File: src/rtl/env_pkg.sv
package env_pkg;
  // field order matches shape_i[3:0]
  typedef struct packed {
    logic cont;
    logic attack;
    logic alt;
    logic hold;
  } env_shape_t;

  localparam int unsigned SHAPE_W = 4;
endpackage

File: src/rtl/env_prescale.sv
module env_prescale #(
  parameter int unsigned DIV = 256
) (
  input  logic clk_i,
  input  logic rst_ni,
  input  logic clr_i,
  output logic tick_o
);
  localparam int unsigned W = (DIV > 2) ? $clog2(DIV) : 1;
  localparam logic [W-1:0] LAST = W'(DIV - 1);

  logic [W-1:0] cnt_q;

  assign tick_o = (cnt_q == LAST);

  always_ff @(posedge clk_i or negedge rst_ni) begin
    if (!rst_ni)      cnt_q <= '0;
    else if (clr_i)   cnt_q <= '0;
    else if (tick_o)  cnt_q <= '0;
    else              cnt_q <= cnt_q + 1'b1;
  end
endmodule

File: src/rtl/env_period.sv
module env_period #(
  parameter int unsigned PW = 16
) (
  input  logic          clk_i,
  input  logic          rst_ni,
  input  logic          clr_i,
  input  logic          tick_i,
  input  logic [PW-1:0] period_i,
  output logic          step_o
);
  logic [PW-1:0] cnt_q;
  logic [PW-1:0] last_w;

  // zero period behaves as one
  assign last_w = (period_i == '0) ? '0 : period_i - 1'b1;
  assign step_o = tick_i && (cnt_q >= last_w);

  always_ff @(posedge clk_i or negedge rst_ni) begin
    if (!rst_ni)      cnt_q <= '0;
    else if (clr_i)   cnt_q <= '0;
    else if (step_o)  cnt_q <= '0;
    else if (tick_i)  cnt_q <= cnt_q + 1'b1;
  end
endmodule

File: src/rtl/env_ramp.sv
module env_ramp
  import env_pkg::*;
#(
  parameter int unsigned LW = 4
) (
  input  logic          clk_i,
  input  logic          rst_ni,
  input  logic          restart_i,
  input  env_shape_t    shape_i,
  input  logic          step_i,
  output logic [LW-1:0] level_o,
  output logic          held_o
);
  localparam logic [LW-1:0] TOP = {LW{1'b1}};

  env_shape_t    shp_q;
  logic [LW-1:0] idx_q;
  logic          up_q;
  logic          held_q;
  logic [LW-1:0] hval_q;
  logic [LW-1:0] end_w;

  assign end_w   = up_q ? TOP : '0;
  assign level_o = held_q ? hval_q : (up_q ? idx_q : ~idx_q);
  assign held_o  = held_q;

  always_ff @(posedge clk_i or negedge rst_ni) begin
    if (!rst_ni) begin
      shp_q  <= '0;
      idx_q  <= '0;
      up_q   <= 1'b0;
      held_q <= 1'b1;
      hval_q <= '0;
    end else if (restart_i) begin
      shp_q  <= shape_i;
      idx_q  <= '0;
      up_q   <= shape_i.attack;
      held_q <= 1'b0;
    end else if (step_i && !held_q) begin
      if (idx_q == TOP) begin
        if (!shp_q.cont) begin
          held_q <= 1'b1;
          hval_q <= '0;
        end else if (shp_q.hold) begin
          held_q <= 1'b1;
          hval_q <= shp_q.alt ? ~end_w : end_w;
        end else begin
          idx_q <= '0;
          if (shp_q.alt) up_q <= ~up_q;
        end
      end else begin
        idx_q <= idx_q + 1'b1;
      end
    end
  end
endmodule

File: src/rtl/env_shape_gen.sv
module env_shape_gen
  import env_pkg::*;
#(
  parameter int unsigned PRESCALE = 256,
  parameter int unsigned PERIOD_W = 16,
  parameter int unsigned LVL_W    = 4
) (
  input  logic                clk_i,
  input  logic                rst_ni,
  input  logic [PERIOD_W-1:0] period_i,
  input  logic [SHAPE_W-1:0]  shape_i,
  input  logic                restart_i,
  output logic [LVL_W-1:0]    env_o
);
  logic tick_w;
  logic step_w;
  logic held_w;

  env_prescale #(.DIV(PRESCALE)) i_pre (
    .clk_i  (clk_i),
    .rst_ni (rst_ni),
    .clr_i  (restart_i),
    .tick_o (tick_w)
  );

  env_period #(.PW(PERIOD_W)) i_per (
    .clk_i    (clk_i),
    .rst_ni   (rst_ni),
    .clr_i    (restart_i),
    .tick_i   (tick_w),
    .period_i (period_i),
    .step_o   (step_w)
  );

  env_ramp #(.LW(LVL_W)) i_ramp (
    .clk_i     (clk_i),
    .rst_ni    (rst_ni),
    .restart_i (restart_i),
    .shape_i   (env_shape_t'(shape_i)),
    .step_i    (step_w),
    .level_o   (env_o),
    .held_o    (held_w)
  );
endmodule

File: config.mk
export PLATFORM = sky130hd
export DESIGN_NAME = env_shape_gen
export DESIGN_NICKNAME = d
export VERILOG_FILES = /design/src/rtl/env_pkg.sv /design/src/rtl/env_prescale.sv /design/src/rtl/env_period.sv /design/src/rtl/env_ramp.sv /design/src/rtl/env_shape_gen.sv
export SDC_FILE = /design/constraint.sdc
export NUM_CORES = 1
export LEC_CHECK = 0
export BUFFER_PORTS_ARGS = -buffer_cell sky130_fd_sc_hd__buf_2
export CAP_MARGIN = 0
export CORE_UTILIZATION = 45
export DETAILED_ROUTE_END_ITERATION = 8
export GPL_TIMING_DRIVEN = 0
export MAX_ROUTING_LAYER = met4
export PLACE_DENSITY = 0.72
export SLEW_MARGIN = 5
export SYNTH_ARGS = -nofsm -noshare
export SYNTH_HDL_FRONTEND = slang
export SYNTH_HIERARCHICAL = 1
export SYNTH_SLANG_ARGS = --single-unit
File: constraint.sdc
create_clock -name clk_i -period 3.5 [get_ports clk_i]
set_clock_uncertainty 0.2 [all_clocks]
set_input_delay 0 -clock clk_i [delete_from_list [all_inputs] [get_ports clk_i]]
set_output_delay 0 -clock clk_i [all_outputs]
set_load 0.005 [all_outputs]
Yosys cells after proc, flatten, opt, wreduce, memory -nomap -nowiden
Index checks and enable logic that the tools add are counted.
{"block": "word_totals", "reg_bits": 37}
{"block": "op_classes", "add_sub_neg": 4, "magnitude_cmp": 1, "n_eq_ne": 7, "n_mux": 28, "bitwise": 4, "reduce_logical": 13}
{"operator": "16-bit 2-to-1 mux", "count": 4}
{"operator": "4-bit 2-to-1 mux", "count": 11}
{"operator": "16-bit by 1-bit adder with 16-bit output (second input constant)", "count": 1}
{"operator": "16-bit >= comparator", "count": 1}
{"operator": "16-bit logical NOT", "count": 1}
{"operator": "8-bit 2-to-1 mux", "count": 2}
{"operator": "16-bit by 1-bit subtractor with 16-bit output (second input constant)", "count": 1}
{"operator": "1-bit 2-to-1 mux", "count": 11}
{"operator": "8-bit by 1-bit adder with 8-bit output (second input constant)", "count": 1}
{"operator": "8-bit == test (second input constant)", "count": 1}
{"operator": "4-bit inverter", "count": 2}
{"operator": "2-bit nonzero test", "count": 4}
{"operator": "3-bit inequality test (second input constant)", "count": 2}
{"operator": "3-bit AND reduction", "count": 2}
{"operator": "5-bit AND reduction", "count": 1}
{"operator": "4-bit by 1-bit adder with 4-bit output (second input constant)", "count": 1}
{"operator": "4-bit == test (second input constant)", "count": 1}
{"operator": "2-bit inequality test (second input constant)", "count": 2}
{"operator": "4-bit AND reduction", "count": 1}
{"operator": "3-bit by 2-bit inequality test with 1-bit output (second input constant)", "count": 1}
{"operator": "3-bit nonzero test", "count": 1}
{"operator": "1-bit logical AND", "count": 2}
{"operator": "1-bit inverter", "count": 2}
{"operator": "1-bit logical NOT", "count": 1}

Depth between registers and ports, before layout
{"block": "logic_depth", "ltp_word": 7, "depth_mapped": 17}

Modules after synthesis
Netlist, hierarchy kept.
{"module": "env_period", "instances": 1, "cells_per_inst": 215, "area_each_um2": 1741.7}
{"module": "env_ramp", "instances": 1, "cells_per_inst": 60, "area_each_um2": 586.8}
{"module": "env_prescale", "instances": 1, "cells_per_inst": 38, "area_each_um2": 402.9}

Least setup slack after synthesis
No wires, ideal clock.
{"block": "synth_timing", "path_type": "input port to flip-flop", "from": "input port period_i[6]", "to": "register i_ramp.up_q", "setup_ns": 0.082, "arrival_time_ns": 3.728, "required_ns": 3.218, "setup_slack_ns": -0.510, "stages": 15, "n_path_buf": 2, "path_cell_list": "or4_1 nor3_2 nand2_1 xor2_1 or2_2 ha_1 nand2_1 nor4_2 or4b_1 buf_6 buf_6 a31oi_1 nand2b_4 or4_1 a31oi_1"}
{"block": "synth_via", "elab_chain_cells": 7, "elab_cells_between_ends": 8, "classes_between": "add/sub (1); order compare (1); mux (1); reduce/logical (5)"}
{"element": "start: declaration", "line": "env_shape_gen.sv:10", "text": "input logic [PERIOD_W-1:0] period_i,"}
{"element": "16-bit by 1-bit subtractor with 16-bit output / 16-bit logical NOT (equally long branches)", "line": "env_period.sv:15", "text": "assign last_w = (period_i == '0) ? '0 : period_i - 1'b1;"}
{"element": "16-bit 2-to-1 mux (*)", "line": "env_period.sv:15"}
{"element": "16-bit >= comparator (*)", "line": "env_period.sv:16", "text": "assign step_o = tick_i && (cnt_q >= last_w);"}
{"element": "1-bit logical AND (*)", "line": "env_period.sv:16"}
{"element": "named net step_w", "line": "env_shape_gen.sv:16", "text": "logic step_w;"}
{"element": "1-bit logical AND (*)", "line": "env_ramp.sv:39", "text": "end else if (step_i && !held_q) begin"}
{"element": "2-bit nonzero test (no line) (*)"}
{"element": "5-bit AND reduction (no line) (*)"}
{"element": "end signal: assignment", "line": "env_ramp.sv:37", "text": "up_q <= shape_i.attack;"}
{"element": "end signal: assignment", "line": "env_ramp.sv:49", "text": "if (shp_q.alt) up_q <= ~up_q;"}
{"element": "end: declaration", "line": "env_ramp.sv:18", "text": "logic up_q;"}
Mark *: on every way through the listed nets, which the timed path passes. The rest lies on a longest branch.
A chain may end at the register's enable or synchronous reset.

Final worst setup path
{"block": "layout_timing", "from": "input port period_i[9]", "to": "register i_ramp.idx_q[3]"}
{"block": "layout_via", "elab_chain_cells": 7, "elab_cells_between_ends": 8, "classes_between": "add/sub (1); order compare (1); mux (1); reduce/logical (5)"}
{"element": "16-bit by 1-bit subtractor with 16-bit output / 16-bit logical NOT (equally long branches)", "line": "env_period.sv:15"}
{"element": "16-bit 2-to-1 mux (*)", "line": "env_period.sv:15"}
{"element": "16-bit >= comparator (*)", "line": "env_period.sv:16"}
{"element": "1-bit logical AND (*)", "line": "env_period.sv:16"}
{"element": "named net step_w", "line": "env_shape_gen.sv:16"}
{"element": "1-bit logical AND (*)", "line": "env_ramp.sv:39"}
{"element": "2-bit nonzero test (no line) (*)"}
{"element": "3-bit AND reduction (no line) (*)"}
{"element": "end signal: assignment", "line": "env_ramp.sv:52", "text": "idx_q <= idx_q + 1'b1;"}
{"element": "end: declaration", "line": "env_ramp.sv:17", "text": "logic [LW-1:0] idx_q;"}
Marks and branches as above.

==> impl_metrics.ini <==
[run_status]
status = complete, but fails checks
violations = setup timing

[worst_setup_path]
reg2reg_slack_ps = 550
path_cells = buf_8 -> or4_4 -> nor4_4 -> buf_4 -> nand3_4 -> xnor2_4 -> nand2_2 -> ha_4 -> nand2_4 -> nor4_4 -> or4b_4 -> a31oi_4 -> nand3b_1 -> or3_1 -> a31oi_1
max_stage_delay_ps = 570
cp.required_ps = 3490
cp.depth = 15
worstSetupStartpointType = primary input
path_class = in -> reg
worstPathArrival_ps = 3520
crit_top_cell = nor4_4
r2r-start = i_per/cnt_q[9]
cp-end-kind = flip-flop
worst-path-max-fanout = 4
path_delay_family = simple AND/OR/NAND/NOR gates
r2r_cells = 8
crit_buf_inv = 2
crit_slowest_cell = or4_4
r2r_end = i_ramp/idx_q[3]

[pwr]
total_power_mw = 0.829
power.density_nw_per_um2 = 246
p_leak_nw = 1.52
ir_drop_mv = 0.289

[final_layout]
fin_area_sq_um = 3370
drive_above_1_share = 0.249
fin_cells = 437
finalNetCount = 405
area_delta_synth_final_pct = 23.2
antenna_cells = 0

[grt]
grt_pass1_vias = 2363
grt_overflow = 0
grt_pass1_wl_microns = 10400
antenna_found_initial = 0
grt_usage = 0.212
grt_max_degree = 35

[floorplanning]
io_pins = 27
placementRows = 28
initial_core_util = 0.464
die-width_microns = 79.9
coreArea_sq_um = 5890
dieArea_sq_um = 6390
die_h_microns = 79.9

[synth]
syn_avg_cell_area_sq_um = 8.73
synth_area_leaders = dfrtp_1 30%, ha_1 9.6%, nand2_1 5.6%
syn_inst = 313
synth_common_cells = 41 x nand2_1, 33 x dfrtp_1, 30 x nor2_1, 21 x ha_1, 17 x xor2_1
synth_edf_count = 0
yosysTopAreaCellShare = 0.302
yosysWarnings = 6
synth_compound_area_frac = 0.164
synth_top_family_by_area = simple AND/OR/NAND/NOR gates
synth_mux_area_frac = 0.0234
synth-seq-cells = 34
ys_async_sr_fraction = 1.00
syn_area_sq_um = 2730
synth-seq-area-share = 0.312
synth_xor_area_frac = 0.0738
synthFlopType = dfrtp_1
syn-num-nets = 357
ys_types = 57
post-synth-top-count-cell = nand2_1
synth_fa_ha_area_frac = 0.0962
yosysTopAreaCell = dfrtp_1
synthSimpleGateAreaFrac = 0.281

[cts]
cts.sinks = 34
clk_pin_slew_worst_paths_ps = 70
cts-root-buf = clkbuf_8
clockBufferDepth = 2
clk_latency_ps = 280
htreeDepth = 2
numCtsBuffers = 5
cts_tree = done

[timing]
timing.fmax_ghz = 0.283
setup_violations = 1
maxSlewHeadroom = 0.493
rsz0062_at_grt = yes
tightestPinTransition_ps = 760
period_share = 1.01
period_minus_slack_ps = 3530
final.setup.worst_slack_ps = -28.4
slew_viol_final = 0
hold_viol_final = 0

[route]
drt_iter0_drc = 97
ant_nets = 0
vias_per_cell = 5.66
vias = 2472
firstDrtPassIters = 4
drc = 0
wl_per_cell_microns = 14.1
routed_wirelength_microns = 6150

[placement]
place_area_sq_um = 3020
port_buffers = 26
hpwlAfterDp_microns = 4380
gp_congestion = 0.818
dp.cells = 414

[min_path]
hold_path_class = in -> async

[run]
drv_cap = 0
==> where the power goes <==
group | leakage, nW | switching (mW) | internal, mW
clock | 0.0482 | 0.136 | 0.159
sequential | 0.454 | 0.00557 | 0.400
combinational | 1.02 | 0.0684 | 0.0600
total | 1.52 | 0.210 | 0.619
==> state kept, by name, indices dropped and copies added (netlist names) <==
signal,count
i_ramp/shp_q,3
i_ramp/idx_q,4
i_ramp/held_o,1
i_pre/cnt_q,8
i_ramp/up_q,1
i_ramp/hval_q,1
i_per/cnt_q,16
==> layout make-up <==
cell class                 count  area, sq um
fill                         538         2520
multi-input combinational    257         1920
sequential                    34          852
timing repair buffer          44          297
tap                           75         93.8
clock buffer                   7         86.3
buffer                         9         77.6
inverter                      10         37.5
clock inverter                 1         5.00
==> placed cells by master, fill, tap and decap left out, drive strengths merged, types with 7 or more instances in the layout <==
master and instances:
or3 7, nand2b 7, clkbuf 11, nand4 10
inv 10, nor3 11, buf 43, nor2 30
a21oi 13, dfrtp 33, a41o 9, o21ai 11
ha 21, nand2 42, nand3 12, xor2 17
a22o 9
==> metal layers <==
metal / wire (microns) / vias up / global-route usage
li1: - / 1250 / -
met1: 2750 / 1159 / 0.245
met2: 3170 / 61 / 0.382
met3: 191 / 2 / 0.0331
met4: 29 / 0 / 0.0554
met5: 0 / - / -
==> cells by family after synthesis <==
group,Yosys count
multiplexers,6
XOR/XNOR,23
AND/OR/NAND/NOR,146
buffers and inverters,22
adder cells (fa/ha/maj),21
AO/OA/AOI/OAI,61
flip-flops,34
==> worst reg2reg max path, stage by stage (launching register included) <==
cell and delay (ps):
dfrtp_1 490, ha_4 320, nand2_1 80, nor4_4 290, or4b_4 540, a31oi_4 290, nand3b_1 120, or3_1 360
a31oi_1 180
==> repair_timing <==
action / 4_1_cts / 5_1_grt
hold endpoints to repair: 44 / 0
endpoints found under the setup margin: 7 / 13
resized for setup: 11 / 14
pin swaps: 8 / 8
buffers inserted: 9 / 3
hold buffers: 6 / 0
==> through the flow <==
stage               setup slack (ps)  hold slack (ps)  TNS, ps   util
floorplan                       -154             -496     -359      -
detailed placement              -734            -80.8    -7600  0.513
CTS                            -99.7              147     -274  0.556
global route                    -205              208     -645  0.572
global placement                -695            -87.9    -6500  0.513
finish                         -28.4              125    -28.4  0.572
==> how the worst max path moves through the flow <==
stage / startpoint / endpoint / slack [ps]
4_1_cts: period_i[9] / i_ramp/up_q / -100
2_1_floorplan: period_i[8] / i_ramp/up_q / -150
5_1_grt: period_i[9] / i_ramp/up_q / -200
3_3_place_gp: period_i[8] / i_ramp/up_q / -690
3_5_place_dp: period_i[8] / i_ramp/up_q / -730
6_report: period_i[9] / i_ramp/idx_q[3] / -30
Note: power is estimated with default switching activity, not from simulation.
